==> config.mk <==
export PLATFORM = sky130hd
export DESIGN_NAME = dual_interval_pwm
export DESIGN_NICKNAME = d
export VERILOG_FILES = /design/src/rtl/pwm2_pkg.sv /design/src/rtl/pwm2_shadow.sv /design/src/rtl/pwm2_sequencer.sv /design/src/rtl/pwm2_shaper.sv /design/src/rtl/dual_interval_pwm.sv
export SDC_FILE = /design/constraint.sdc
export NUM_CORES = 1
export LEC_CHECK = 0
export ABC_CLOCK_PERIOD_IN_PS = 5750
export BUFFER_PORTS_ARGS = -buffer_cell sky130_fd_sc_hd__buf_2
export CAP_MARGIN = 20
export CORE_MARGIN = 4
export CORE_UTILIZATION = 56
export CTS_BUF_LIST = sky130_fd_sc_hd__clkbuf_4 sky130_fd_sc_hd__clkbuf_8 sky130_fd_sc_hd__clkbuf_16
export DETAILED_ROUTE_END_ITERATION = 12
export GPL_TIMING_DRIVEN = 0
export PLACE_DENSITY = 0.75
export RECOVER_POWER = 100
export SYNTH_ARGS = -nofsm -noshare
export SYNTH_HDL_FRONTEND = slang
export SYNTH_SLANG_ARGS = --single-unit
==> constraint.sdc <==
create_clock -name clk -period 5.75 [get_ports clk]
set_input_delay 1.15 -clock clk [delete_from_list [all_inputs] [get_ports clk]]
set_output_delay 1.15 -clock clk [all_outputs]
set_load 0.03 [all_outputs]
==> src/rtl/pwm2_pkg.sv <==
package pwm2_pkg;

    localparam int PHASE_W  = 8;
    localparam int SECT_W   = 2;
    localparam int COARSE_W = PHASE_W;
    localparam int FINE_W   = SECT_W;
    localparam int WIDTH_W  = PHASE_W + 1;

    typedef logic [PHASE_W-1:0] phase_t;
    typedef logic [SECT_W-1:0]  sect_t;

    typedef struct packed {
        logic [COARSE_W-1:0] coarse;
        logic [FINE_W-1:0]   fine;
    } setting_t;

    typedef enum logic [1:0] {
        MODE_IDLE = 2'd0,
        MODE_HOLD = 2'd1,
        MODE_RUN  = 2'd2
    } mode_e;

    // Reverse the section index so that the extra ticks are spread out.
    function automatic sect_t bit_rev(sect_t s);
        sect_t r;
        for (int i = 0; i < SECT_W; i++) begin
            r[i] = s[SECT_W-1-i];
        end
        return r;
    endfunction

    function automatic logic extra_hit(sect_t s, logic [FINE_W-1:0] f);
        return bit_rev(s) < f;
    endfunction

    function automatic logic [WIDTH_W-1:0] high_width(setting_t st, sect_t s);
        return WIDTH_W'(st.coarse) + WIDTH_W'(extra_hit(s, st.fine));
    endfunction

endpackage

==> src/rtl/pwm2_shadow.sv <==
module pwm2_shadow
    import pwm2_pkg::*;
(
    input  logic                clk,
    input  logic                rst,
    input  logic                wr_en,
    input  logic                wr_sel,
    input  logic [COARSE_W-1:0] wr_data,
    output setting_t            shadow
);

    always_ff @(posedge clk) begin
        if (rst) begin
            shadow <= '0;
        end else if (wr_en) begin
            if (wr_sel) begin
                shadow.fine <= wr_data[FINE_W-1:0];
            end else begin
                shadow.coarse <= wr_data;
            end
        end
    end

endmodule

==> src/rtl/pwm2_sequencer.sv <==
module pwm2_sequencer
    import pwm2_pkg::*;
(
    input  logic   clk,
    input  logic   rst,
    input  logic   tick,
    input  logic   run,
    input  logic   out_level,
    output mode_e  mode_q,
    output mode_e  mode_d,
    output phase_t phase_q,
    output phase_t phase_d,
    output sect_t  sect_q,
    output sect_t  sect_d,
    output logic   load_d,
    output logic   irq_q
);

    localparam phase_t PHASE_LAST = '1;
    localparam sect_t  SECT_LAST  = '1;

    logic low_stop_q, low_stop_d;
    logic boundary;

    always_comb begin
        mode_d     = mode_q;
        phase_d    = phase_q;
        sect_d     = sect_q;
        load_d     = 1'b0;
        boundary   = 1'b0;
        low_stop_d = low_stop_q;
        unique case (mode_q)
            MODE_IDLE: begin
                if (run) begin
                    phase_d = '0;
                    sect_d  = '0;
                    if (low_stop_q) begin
                        mode_d = MODE_HOLD;
                    end else begin
                        mode_d = MODE_RUN;
                        load_d = 1'b1;
                    end
                end
            end
            MODE_HOLD: begin
                if (!run) begin
                    mode_d = MODE_IDLE;
                end else if (tick) begin
                    if (phase_q == PHASE_LAST) begin
                        phase_d    = '0;
                        mode_d     = MODE_RUN;
                        load_d     = 1'b1;
                        low_stop_d = 1'b0;
                    end else begin
                        phase_d = phase_q + 1'b1;
                    end
                end
            end
            MODE_RUN: begin
                if (!run) begin
                    mode_d     = MODE_IDLE;
                    low_stop_d = !out_level;
                end else if (tick) begin
                    if (phase_q == PHASE_LAST) begin
                        phase_d = '0;
                        if (sect_q == SECT_LAST) begin
                            sect_d   = '0;
                            load_d   = 1'b1;
                            boundary = 1'b1;
                        end else begin
                            sect_d = sect_q + 1'b1;
                        end
                    end else begin
                        phase_d = phase_q + 1'b1;
                    end
                end
            end
            default: mode_d = MODE_IDLE;
        endcase
    end

    always_ff @(posedge clk) begin
        if (rst) begin
            mode_q     <= MODE_IDLE;
            phase_q    <= '0;
            sect_q     <= '0;
            low_stop_q <= 1'b0;
            irq_q      <= 1'b0;
        end else begin
            mode_q     <= mode_d;
            phase_q    <= phase_d;
            sect_q     <= sect_d;
            low_stop_q <= low_stop_d;
            irq_q      <= boundary;
        end
    end

endmodule

==> src/rtl/pwm2_shaper.sv <==
module pwm2_shaper
    import pwm2_pkg::*;
(
    input  logic     clk,
    input  logic     rst,
    input  mode_e    mode_d,
    input  phase_t   phase_d,
    input  sect_t    sect_d,
    input  logic     load_d,
    input  setting_t shadow,
    output setting_t active_q,
    output logic     pwm_q
);

    setting_t            active_d;
    logic [WIDTH_W-1:0]  width_d;
    logic                level_d;

    always_comb begin
        active_d = load_d ? shadow : active_q;
        width_d  = high_width(active_d, sect_d);
        unique case (mode_d)
            MODE_RUN:  level_d = {1'b0, phase_d} < width_d;
            MODE_HOLD: level_d = 1'b0;
            default:   level_d = pwm_q;
        endcase
    end

    always_ff @(posedge clk) begin
        if (rst) begin
            active_q <= '0;
            pwm_q    <= 1'b0;
        end else begin
            active_q <= active_d;
            pwm_q    <= level_d;
        end
    end

endmodule

==> src/rtl/dual_interval_pwm.sv <==
module dual_interval_pwm
    import pwm2_pkg::*;
(
    input  logic                clk,
    input  logic                rst,
    input  logic                cnt_en,
    input  logic                run,
    input  logic                wr_en,
    input  logic                wr_sel,
    input  logic [COARSE_W-1:0] wr_data,
    output logic                pwm_out,
    output logic                irq
);

    setting_t shadow;
    setting_t active_q;
    mode_e    mode_q, mode_d;
    phase_t   phase_q, phase_d;
    sect_t    sect_q, sect_d;
    logic     load_d;

    pwm2_shadow u_shadow (
        .clk     (clk),
        .rst     (rst),
        .wr_en   (wr_en),
        .wr_sel  (wr_sel),
        .wr_data (wr_data),
        .shadow  (shadow)
    );

    pwm2_sequencer u_seq (
        .clk       (clk),
        .rst       (rst),
        .tick      (cnt_en),
        .run       (run),
        .out_level (pwm_out),
        .mode_q    (mode_q),
        .mode_d    (mode_d),
        .phase_q   (phase_q),
        .phase_d   (phase_d),
        .sect_q    (sect_q),
        .sect_d    (sect_d),
        .load_d    (load_d),
        .irq_q     (irq)
    );

    pwm2_shaper u_shape (
        .clk      (clk),
        .rst      (rst),
        .mode_d   (mode_d),
        .phase_d  (phase_d),
        .sect_d   (sect_d),
        .load_d   (load_d),
        .shadow   (shadow),
        .active_q (active_q),
        .pwm_q    (pwm_out)
    );

endmodule

==> results of run 1 <==
## cells in the final DEF, fill, tap and decap left out, drive strengths merged, types with 3 or more instances in the layout
cell type,count
a21oi,22
a311oi,3
a31oi,4
and3,8
buf,12
clkbuf,20
dfxtp,35
ha,17
inv,10
mux2,3
mux2i,12
nand2,38
nand2b,4
nand3,13
nand4,3
nor2,22
nor2b,10
o21ai,15
o31ai,4
or2,3
xnor2,6
xor2,6
## metrics by stage
step	util, %	power [µW]	setup WS [ns]	hold WS, ns
after floorplan	-	330	0.837	0.433
after global placement	62.4	351	0.313	0.446
after detailed placement	62.4	353	0.279	0.452
after CTS	64.7	529	0.584	0.462
after global routing	64.2	550	0.259	0.487
final	64.2	522	0.479	0.461
## per-layer routing
metal / global-route usage, % / share of wire (%) / vias to the layer above
met4: 6.26 / 1.6 / 0
met1: 23.5 / 48 / 884
met5: 0 / 0 / -
met2: 31.4 / 47 / 34
li1: - / - / 1013
met3: 4.26 / 3.4 / 6
## critical path, cell delays in order
cell and delay, ns:
buf_2 0.08, buf_2 0.19, nand2_1 0.14, or4_1 0.47
o22ai_1 0.23, buf_6 0.20, mux2i_1 0.25, ha_1 0.26
or2_2 0.29, o31ai_1 0.08, ha_1 0.23, ha_1 0.20
and3_1 0.22, nand3_1 0.10, xor2_1 0.16, nand2_1 0.06
o21ai_0 0.10, ha_1 0.33, nand3_1 0.10, or2_2 0.30
o211ai_1 0.17, a311oi_1 0.11
## layout make-up
| cell class | count | area, µm² | area share, % |
|---|---|---|---|
| Buffer | 12 | 53.8 | 2.24 |
| Clock buffer | 6 | 76.3 | 3.17 |
| Clock inverter | 2 | 12.5 | 0.520 |
| Inverter | 10 | 37.5 | 1.56 |
| Multi-Input combinational cell | 218 | 1400 | 58.2 |
| Sequential cell | 35 | 701 | 29.1 |
| Tap cell | 48 | 60.1 | 2.50 |
| Timing Repair Buffer | 14 | 65.1 | 2.71 |
## cells by family (layout without fill, tap and decap cells)
group | Yosys count | in the layout | synth area share (%)
AND/OR/NAND/NOR | 112 | 112 | 25.1
AO/OA/AOI/OAI | 62 | 62 | 17.4
flip-flops | 35 | 35 | 31.8
buffers and inverters | 22 | 44 | 4.31
adder cells (fa/ha/maj) | 17 | 17 | 9.65
multiplexers | 15 | 15 | 6.98
XOR/XNOR | 12 | 12 | 4.77
## state kept, by name, indices dropped and copies added (netlist names)
name and count:
u_seq.sect_q 2, u_seq.low_stop_q 1, u_seq.irq_q 1, u_seq.mode_q 2, u_shadow.shadow 10, u_seq.phase_q 8, u_shape.pwm_q 1, u_shape.active_q 10
## power groups by stage
stage,logic [µW],registers (µW),clock network [µW]
after global routing,99.6,259,192
after detailed placement,89.7,263,0
after global placement,88.3,263,0
final,88.2,258,176
after floorplan,66.0,264,0
after CTS,90.3,257,181
## worst max-delay path by stage
stage                     start             to  slack [ns]  depth (start not counted)
after floorplan             run  u_shape.pwm_q        0.84                         21
after global placement      run  u_shape.pwm_q        0.31                         22
after detailed placement    run  u_shape.pwm_q        0.28                         22
after CTS                   run  u_shape.pwm_q        0.58                         22
after global routing        run  u_shape.pwm_q        0.26                         22
final                       run  u_shape.pwm_q        0.48                         22
==> impl_metrics.ini, run 1 <==
[timing]
relSlewSlack_pct = 61.5
tns_ns = 0
drv_slew = 0
period_minus_slack_ns = 5.27
max_slew.worst_pin.slew_ns = 0.577
finalCritPeriodShare_pct = 91.7
hold_viol_final = 0
setup_violations = 0
skew_ns = 0.00299
rsz0062_at_grt = no
fmax_mhz = 190

[synthesis]
syn_area_um2 = 2200
seq_area_frac_synth_pct = 31.8
synth_top_area_share_pct = 31.8
synth_area_leaders = dfxtp_1 32%, ha_1 9.6%, nand2_1 6.5%
synth-seq-cells = 35
synth_common_cells = 38 x nand2_1, 35 x dfxtp_1, 22 x a21oi_1, 22 x nor2_1, 17 x ha_1
synth_most_common_cell = nand2_1
async_flop_share_pct = 0
yosysTopAreaCell = dfxtp_1
synth_edf_count = 0
synth_warnings = 0
syn-num-nets = 306
avgSynthCellArea_um2 = 8.02
netlist_instances = 275
synth_cell_types = 43
ys.flop_type = dfxtp_1

[power_and_ir_drop]
power.density_nw_per_um2 = 217
switchingPower_uw = 146
clockPowerShare_pct = 33.7
seq_power_share_pct = 49.4
leakagePower_uw = 0.000956
p_int_uw = 376
combPwrFrac_pct = 16.9
swShare_pct = 28.0
peakVddDrop_uv = 155

[placed_design]
place.gp.congestion = 0.805
placed_cells = 337
hpwl_mm = 3.43
placed_area_um2 = 2330
io_buffers = 14

[clock_tree]
clk_latency_ns = 0.29
clk_pin_slew_ns = 0.07
cts_tree = done
clockRootBuffer = clkbuf_8
htreeDepth = 2
cts_hold_buf = 0
cts_resized = 0
cts_buffers = 5
cts.path.max_buffers = 2
cts_sinks = 35
post_cts_buffers = 0

[worst_setup_path]
crit_arrival_ns = 5.42
crit_fanout = 10
cp-end-kind = flop
r2r_slack_ns = 0.91
reg2reg_from = u_seq.phase_q[1]
critPathRequiredTime_ns = 5.90
critPathLaunchType = input pin
r2r-end = u_shape.pwm_q
rr_worst_depth = 21
worstSetupPathType = in2reg

[hold_path]
whs_path_depth = 2
min_from = u_shadow.shadow[1]
holdPathEnd = u_shadow.shadow[1]
worstHoldPathType = reg2reg

[status]
status = completed

[floorplanning]
io_pins = 16
rows = 22
die_area_um2 = 5000
die_w_um = 70.7
die_h_um = 70.7
start_util_pct = 58.9
coreArea_um2 = 3740

[routing]
route.detailed.drc = 0
drt_iter0_markers = 119
ant_nets = 0
wl_mm = 4.41
vias = 1937
first_pass_iters = 4
wl_per_cell_um = 12.8
vias_per_cell = 5.61

[final_layout]
final_area_um2 = 2400
fin_nets = 327
area_growth_pct = 9.08
drive_above_1_share_pct = 9.43
fill_cells = 353
antenna_cells = 0
final_cells = 345

[global_route]
grt_pass1_wl_mm = 7.63
grt_max_degree = 12
antenna_found_initial = 0
track_usage_pct = 18.7
grt_overflow = 0
grt_pass1_vias = 1737

[job]
maxCapViolations = 0
(Power assumes the default switching activity.)
==> run 2, diff against run 1 <==
--- a/config.mk
+++ b/config.mk
@@ -8,7 +8,6 @@
 export ABC_CLOCK_PERIOD_IN_PS = 5750
 export BUFFER_PORTS_ARGS = -buffer_cell sky130_fd_sc_hd__buf_2
 export CAP_MARGIN = 20
-export CORE_MARGIN = 4
 export CORE_UTILIZATION = 56
 export CTS_BUF_LIST = sky130_fd_sc_hd__clkbuf_4 sky130_fd_sc_hd__clkbuf_8 sky130_fd_sc_hd__clkbuf_16
 export DETAILED_ROUTE_END_ITERATION = 12
==> run 2 against run 1 <==
Final area fell by 0.16%. Die area fell by 16%. Largest power group unchanged. Combinational power barely moved. Worst setup slack improved by 0.025 ns. Global-route usage rose by 4.7 points. Sequential power barely moved. Power fell by 1.2%. Highest routed layer unchanged. Critical path depth did not move.
==> impl_metrics.ini, run 2 (synthesis gave the netlist of run 1 again) <==
[timing]
period_minus_slack_ns = 5.25
rsz0062_at_grt = no
setup_violations = 0
worst_slack_ns = 0.503
fmax_mhz = 191
tns_ns = 0
max_slew.worst_pin.slew_ns = 0.547
skew_ns = 0.00378
hold_viol_final = 0
relSlewSlack_pct = 63.6
finalCritPeriodShare_pct = 91.2
drv_slew = 0

[routing]
route.detailed.drc = 0
vias_per_cell = 5.59
wl_mm = 4.29
vias = 1928
first_pass_iters = 4
drt_iter0_markers = 121
ant_nets = 0
wl_per_cell_um = 12.4

[final_layout]
layout_commonest_cell = nand2_1
regArea_um2 = 701
reg_top3 = u_shadow.shadow (10), u_shape.active_q (10), u_seq.phase_q (8)
drive_above_1_share_pct = 9.09
fill_cells = 358
antenna_cells = 0
fin_nets = 327
mostFrequentLayoutCells = 38 x nand2_1, 35 x dfxtp_1, 22 x a21oi_1, 22 x nor2_1, 17 x ha_1
area_growth_pct = 8.91
multi_input_area_um2 = 1400

[worst_setup_path]
crit_fanout = 10
critPathRequiredTime_ns = 5.90
crit_chain = buf_2 > buf_2 > nand2_1 > or4_1 > o22ai_1 > buf_6 > mux2i_1 > ha_1 > or2_2 > o31ai_1 > ha_1 > ha_1 > and3_1 > nand3_1 > xor2_1 > nand2_1 > o21ai_0 > ha_1 > nand3_1 > or2_2 > o211ai_1 > a311oi_1
critPathLaunchType = input pin
cp_num_buf_inv = 3
cp_slowest_cell = or4_1
path_common_cell = ha_1
worstSetupPathType = in2reg
cp-end-kind = flop
crit_arrival_ns = 5.40
slowest_delay_ns = 0.46
cp_top_family = simple AND/OR/NAND/NOR gates

[clock_tree]
cts_hold_buf = 0
clk_pin_slew_ns = 0.07
post_cts_buffers = 0
cts_buffers = 5
cts_tree = done
cts_resized = 0
htreeDepth = 2
clk_latency_ns = 0.29
cts_sinks = 35
clockRootBuffer = clkbuf_8
cts.path.max_buffers = 2

[power_and_ir_drop]
clockPowerShare_pct = 32.8
power.density_nw_per_um2 = 215
leakagePower_uw = 0.000964
seq_power_share_pct = 50.0
p_int_uw = 369
swShare_pct = 28.4
combPwrFrac_pct = 17.2
peakVddDrop_uv = 186
switchingPower_uw = 146

[floorplanning]
start_util_pct = 59.3
rows = 22
die_area_um2 = 4190
die_h_um = 64.7
io_pins = 16
die_w_um = 64.7
coreArea_um2 = 3720

[global_route]
grt_pass1_wl_mm = 7.55
grt_max_degree = 12
track_usage_pct = 23.4
grt_overflow = 0
antenna_found_initial = 0
grt_pass1_vias = 1726

[placed_design]
place.gp.congestion = 0.845
pre_cts_ws_ns = 0.292
io_buffers = 14
hpwl_mm = 3.31

[job]
maxCapViolations = 0

[status]
status = completed

[hold_path]
worstHoldPathType = reg2reg
-- run 2: cell count changes in the layout (fill, tap and decap cells not counted) --
cell | previous run | this run
buf_2 | 11 | 12
clkbuf_1 | 14 | 13
clkbuf_4 | 1 | 0
clkinv_2 | 1 | 3
clkinvlp_4 | 1 | 0
mux2_1 | 0 | 2
mux2_2 | 3 | 1
-- run 2: final cells by class --
| type | instances | area share (%) |
|---|---|---|
| buffer | 12 | 2.24 |
| clock buffer | 5 | 2.87 |
| clock inverter | 3 | 0.625 |
| sequential | 35 | 29.2 |
| multi-input combinational | 218 | 58.3 |
| timing repair buffer | 14 | 2.76 |
| tap | 48 | 2.50 |
| inverter | 10 | 1.56 |
-- run 2: metal layers --
layer | vias to the layer above | track usage, % | part of all wire, % | routed length [µm]
li1 | 1012 | - | - | -
met1 | 884 | 29.3 | 49 | 2110
met2 | 26 | 39.3 | 47 | 2000
met3 | 6 | 4.75 | 2.7 | 115
met4 | 0 | 8.33 | 1.5 | 63
met5 | - | 0 | 0 | 0
-- run 2: metrics by stage --
step,hold WS (ns),instance area [µm²],util (%),instances,total power [µW]
floorplan,0.433,2200,-,275,330
global placement,0.447,2330,62.8,337,351
detailed placement,0.457,2330,62.8,337,353
CTS,0.470,2420,65.1,345,523
global route,0.479,2400,64.6,345,546
finish,0.465,2400,64.6,345,515
-- run 2: worst paths after layout --
| kind | start | endpoint | slack [ns] | depth (start not counted) |
|---|---|---|---|---|
| max | run | u_shape.pwm_q | 0.50 | 22 |
| min | u_shadow.shadow[1] | u_shadow.shadow[1] | 0.47 | 2 |
| max reg2reg | u_seq.phase_q[1] | u_shape.pwm_q | 0.93 | 21 |
| min reg2reg | u_shadow.shadow[1] | u_shadow.shadow[1] | 0.47 | 2 |
-- run 2: power groups by stage --
stage | Combinational, µW | Sequential, µW | Clock [µW]
after global placement | 88.3 | 263 | 0
after CTS | 90.7 | 258 | 175
after floorplan | 66.0 | 264 | 0
after global routing | 100 | 259 | 187
after detailed placement | 90.0 | 263 | 0
final | 88.4 | 258 | 169
-- run 2: worst register-to-register path, stage by stage, from the launching register on --
cell	delay, ns
dfxtp_1	0.37
ha_1	0.21
nand4_2	0.16
or4_1	0.57
o22ai_1	0.19
buf_6	0.19
mux2i_1	0.26
ha_1	0.26
or2_2	0.29
o31ai_1	0.08
ha_1	0.24
ha_1	0.20
and3_1	0.22
nand3_1	0.10
xor2_1	0.15
nand2_1	0.06
o21ai_0	0.10
ha_1	0.32
nand3_1	0.11
or2_2	0.30
o211ai_1	0.17
a311oi_1	0.11
